===== config.mk =====
export PLATFORM = sky130hd
export DESIGN_NAME = osc_stab_wait
export DESIGN_NICKNAME = d
export VERILOG_FILES = /design/src/rtl/osc_stab_wait_pkg.sv /design/src/rtl/osw_datapath.sv /design/src/rtl/osw_ctrl.sv /design/src/rtl/osc_stab_wait.sv
export SDC_FILE = /design/constraint.sdc
export NUM_CORES = 1
export LEC_CHECK = 0
export BUFFER_PORTS_ARGS = -buffer_cell sky130_fd_sc_hd__buf_2
export CAP_MARGIN = 20
export CELL_PAD_IN_SITES_DETAIL_PLACEMENT = 2
export CELL_PAD_IN_SITES_GLOBAL_PLACEMENT = 2
export CORE_MARGIN = 2
export CORE_UTILIZATION = 34
export DETAILED_ROUTE_END_ITERATION = 8
export PLACE_DENSITY = 0.74
export SYNTH_ARGS = -nofsm -noshare
export SYNTH_HDL_FRONTEND = slang
export SYNTH_SLANG_ARGS = --single-unit

===== constraint.sdc =====
create_clock -name clk -period 1.75 [get_ports clk]
set_input_delay 0.0875 -clock clk [delete_from_list [all_inputs] [get_ports clk]]
set_output_delay 0.0875 -clock clk [all_outputs]
set_load 0.02 [all_outputs]

===== src/rtl/osc_stab_wait_pkg.sv =====
package osc_stab_wait_pkg;
  // Strobes issued by the control FSM to the wait datapath
  typedef struct packed {
    logic clear;    // zero the tick counter
    logic count;    // advance the tick counter by one
    logic loadSel;  // track the wait select while stopped
  } oswStrobe_t;
endpackage


===== src/rtl/osw_datapath.sv =====
module osw_datapath #(
  parameter int BASE_LOG2 = 7,
  parameter int SEL_W     = 2
) (
  input  logic                          clk,
  input  logic                          rstN,
  input  osc_stab_wait_pkg::oswStrobe_t strb,
  input  logic [SEL_W-1:0]              waitSel,
  output logic                          waitDone
);
  localparam int NUM_CODES = 1 << SEL_W;
  localparam int MAX_EXP   = BASE_LOG2 + NUM_CODES - 1;
  localparam int CNT_W     = MAX_EXP + 1;

  logic [CNT_W-1:0] limitTab [NUM_CODES];
  logic [CNT_W-1:0] cntQ;
  logic [SEL_W-1:0] selQ;

  // Wait-length table: code g selects 2^(MAX_EXP-g) ticks
  for (genvar g = 0; g < NUM_CODES; g++) begin : g_limit
    localparam int EXP = MAX_EXP - g;
    assign limitTab[g] = CNT_W'(1) << EXP;
  end

  always_ff @(posedge clk or negedge rstN) begin
    if (!rstN) begin
      selQ <= '0;
    end else if (strb.loadSel) begin
      selQ <= waitSel;
    end
  end

  always_ff @(posedge clk or negedge rstN) begin
    if (!rstN) begin
      cntQ <= '0;
    end else if (strb.clear) begin
      cntQ <= '0;
    end else if (strb.count) begin
      cntQ <= cntQ + 1'b1;
    end
  end

  assign waitDone = strb.count && (cntQ == (limitTab[selQ] - 1'b1));
endmodule


===== src/rtl/osw_ctrl.sv =====
module osw_ctrl (
  input  logic                          clk,
  input  logic                          rstN,
  input  logic                          swEnable,
  input  logic                          sleepReq,
  input  logic                          oscTick,
  input  logic                          waitDone,
  output osc_stab_wait_pkg::oswStrobe_t strb,
  output logic                          oscRun,
  output logic                          clkReady
);
  logic runNext;
  logic runQ;
  logic readyQ;

  assign runNext = swEnable & ~sleepReq;

  always_comb begin
    strb.clear   = ~runNext;
    strb.loadSel = ~runQ;
    strb.count   = runQ & runNext & ~readyQ & oscTick;
  end

  always_ff @(posedge clk or negedge rstN) begin
    if (!rstN) begin
      runQ   <= 1'b1;
      readyQ <= 1'b0;
    end else begin
      runQ <= runNext;
      if (!runNext) begin
        readyQ <= 1'b0;
      end else if (waitDone) begin
        readyQ <= 1'b1;
      end
    end
  end

  assign oscRun   = runQ;
  assign clkReady = readyQ;
endmodule


===== src/rtl/osc_stab_wait.sv =====
module osc_stab_wait #(
  parameter int BASE_LOG2 = 7,
  parameter int SEL_W     = 2
) (
  input  logic             clk,
  input  logic             rstN,
  input  logic             swEnable,
  input  logic [SEL_W-1:0] waitSel,
  input  logic             sleepReq,
  input  logic             oscTick,
  output logic             oscRun,
  output logic             clkReady,
  output logic             clkEn
);
  osc_stab_wait_pkg::oswStrobe_t strb;
  logic waitDone;

  osw_ctrl u_ctrl (
    .clk      (clk),
    .rstN     (rstN),
    .swEnable (swEnable),
    .sleepReq (sleepReq),
    .oscTick  (oscTick),
    .waitDone (waitDone),
    .strb     (strb),
    .oscRun   (oscRun),
    .clkReady (clkReady)
  );

  osw_datapath #(
    .BASE_LOG2 (BASE_LOG2),
    .SEL_W     (SEL_W)
  ) u_dp (
    .clk      (clk),
    .rstN     (rstN),
    .strb     (strb),
    .waitSel  (waitSel),
    .waitDone (waitDone)
  );

  assign clkEn = oscTick & clkReady;
endmodule


==> reports/metrics.yaml <==
run_status:
  status: "complete, no violations"
global_route:
  grt_use_total_pct: 17.2
  grt_pass1_wl_mm: 3.20
  antenna_found_initial: 0
  grt_overflow: 0
  grt_start_max_net_pins: 16
  grt_pass1_vias: 654
clock_network:
  post_cts_resized: 0
  cts_tree: "built"
  htreeDepth: 1
  cts-root-buf: "clkbuf_4"
  cts.sinks: 15
  clkLatencyLatePin_ns: 0.30
  numCtsBuffers: 3
  clk_path_buf_depth: 2
  clk_pin_slew_worst_paths_ns: 0.11
pwr:
  seqPwrFrac_pct: 58.5
  pwr-share-comb_pct: 6.8
  p_clk_share_pct: 34.7
  power.switching_uw: 155
  p_int_uw: 458
  p_leak_uw: 0.000398
  sw_frac_of_total_pct: 25.3
  peakVddDrop_v: 0.000415
  p_per_area_nw_per_um2: 693
timing:
  period_share_pct: 94.8
  skew_ns: 0.0152
  rsz0062_at_grt: "false"
  relSlewSlack_pct: 75.8
  slew_viol_final: 0
  fmax_mhz: 603
  finalSetupViolCount: 0
  tightest_slew_ns: 0.354
  setup_tns_ns: 0
  fin_crit_ns: 1.66
  finalHoldViolCount: 0
drt:
  wl_met3_um: 27
  drt_iter0_drc: 3
  ant_nets: 0
  wl_met1_um: 805
  top_layer: "met4"
  vias: 590
  first_pass_iters: 4
  wire_per_inst_um: 15.5
  viasPerCell: 5.09
  wl_met2_um: 915
  wl_mm: 1.80
  drc: 0
floorplanning:
  die_x_um: 51.1
  ios: 10
  rows: 17
  start_util_pct: 35.1
  core_area_um2: 2150
  dieArea_um2: 2610
  die_y_um: 51.1
logic_synthesis:
  synth_top_area_cell: "dfrtp_1"
  synth_area_um2: 753
  synth_nets: 81
  seq_area_frac_synth_pct: 50.0
  synth_edf_count: 0
  synthCells: 73
  synth_area_per_cell_um2: 10.3
  synthFlopType: "dfrtp_1"
  synth-seq-cells: 15
  synth.distinct_cells: 30
  synth_area_leaders: "dfrtp_1 (47%), xor2_1 (7.0%), nor2_1 (4.5%)"
  synth_top_area_share_pct: 46.5
  synth.most_common_cell: "dfrtp_1"
  synth-async-reset-ratio_pct: 100
  synthTopCellsByCount: "dfrtp_1 (14), nor2_1 (9), xor2_1 (6)"
  synth_warnings: 0
layout:
  multiInputGateArea_um2: 358
  finalNetCount: 97
  seq_area_um2: 377
  num_antenna_cells: 0
  nFillCells: 248
  drive_above_1_share_pct: 22.7
  fin_util_pct: 41.2
  area_delta_synth_final_pct: 17.4
hold_path:
  min_path_type: "in2reg"
placed_design:
  hpwl_mm: 1.35
  globalplace.congestion: 0.687
  io_buffers: 9
setup_path:
  crit_fanout: 6
  required_ns: 1.98
  critPathArrivalTime_ns: 1.89
  cp-end-kind: "flip-flop"
  worstSetupStartpointType: "flip-flop"
  critical_path_class: "reg2reg"
flow_run:
  cap_viol_max_count: 0
## state kept, by name, summed over array words and instances, names as in the netlist
name	flops
u_dp.selQ	2
u_dp.cntQ	11
u_ctrl.oscRun	1
u_ctrl.clkReady	1
## path summary, 6_finish.rpt
| kind | from | to | slack, ns | depth (start not counted) |
|---|---|---|---|---|
| min reg2reg | u_dp.selQ[1]$_DFFE_PN0N_ | u_dp.selQ[1]$_DFFE_PN0N_ | 0.52 | 1 |
| max in group asynchronous | rstN | u_ctrl.oscRun$_DFF_PN1_ | 1.24 | 2 |
| min | waitSel[1] | u_dp.selQ[1]$_DFFE_PN0N_ | 0.02 | 2 |
| min in group asynchronous | rstN | u_dp.selQ[1]$_DFFE_PN0N_ | 0.22 | 2 |
| max | u_ctrl.oscRun$_DFF_PN1_ | u_dp.cntQ[9]$_DFFE_PN0P_ | 0.09 | 4 |
| max reg2reg | u_ctrl.oscRun$_DFF_PN1_ | u_dp.cntQ[9]$_DFFE_PN0P_ | 0.09 | 4 |
## kinds of logic after synthesis
group	Yosys count	synth area share [%]
XOR/XNOR	9	10.5
AO/OA/AOI/OAI	7	6.15
buffers and inverters	4	2.49
adder cells (fa/ha/maj)	1	1.66
flip-flops	15	50.0
AND/OR/NAND/NOR	34	24.9
multiplexers	3	4.32
## repair_timing
action	CTS	global route
hold buffers	1	0
hold endpoints to repair	15	0
buffers inserted	0	0
## power by group through the flow
stage          clock network, uW  logic, uW  registers [uW]
6_report                     213       41.6             359
5_1_grt                      240       48.1             360
2_1_floorplan                  0       17.8             366
3_3_place_gp                   0       39.8             365
3_5_place_dp                   0       41.6             366
4_1_cts                      221       43.4             359
## through the flow
step | total power [uW] | hold WS [ns] | instances | instance area, um^2 | setup WS (ns)
2_1_floorplan | 384 | -0.208 | 73 | 753 | 0.140
3_3_place_gp | 405 | 0.0128 | 111 | 845 | 0.201
3_5_place_dp | 408 | 0.0134 | 111 | 845 | 0.139
4_1_cts | 624 | 0.0151 | 116 | 885 | 0.0778
5_1_grt | 648 | 0.0150 | 116 | 885 | 0.0235
6_report | 613 | 0.0180 | 116 | 885 | 0.0905
## layout make-up
| class | count | area share [%] |
|---|---|---|
| well taps | 28 | 3.96 |
| clock buffers | 3 | 2.55 |
| clock inverters | 1 | 0.849 |
| flip-flops and latches | 15 | 42.6 |
| repair buffers | 13 | 8.77 |
| inverters | 2 | 0.849 |
| multi-input cells | 54 | 40.5 |
## critical path: stages, from the launching register on
cell      delay [ns]
dfstp_2         0.60
nand4b_1        0.16
or2_1           0.30
or3_1           0.37
a21oi_1         0.16
## cell usage in the layout, fill, tap and decap left out, drive strengths merged, types with 3 or more instances in the layout
cell    instances
xor2            6
nand2           5
xnor2           3
buf            12
nand2b          4
dfrtp          14
nor2            9
nand3           3
clkbuf          3
## routing by layer
layer / vias up / track usage [%]
met5: - / 0
li1: 285 / -
met2: 8 / 28.1
met1: 292 / 21.7
met4: 0 / 9.46
met3: 5 / 2.63
Note: power is estimated with default switching activity, not from simulation.
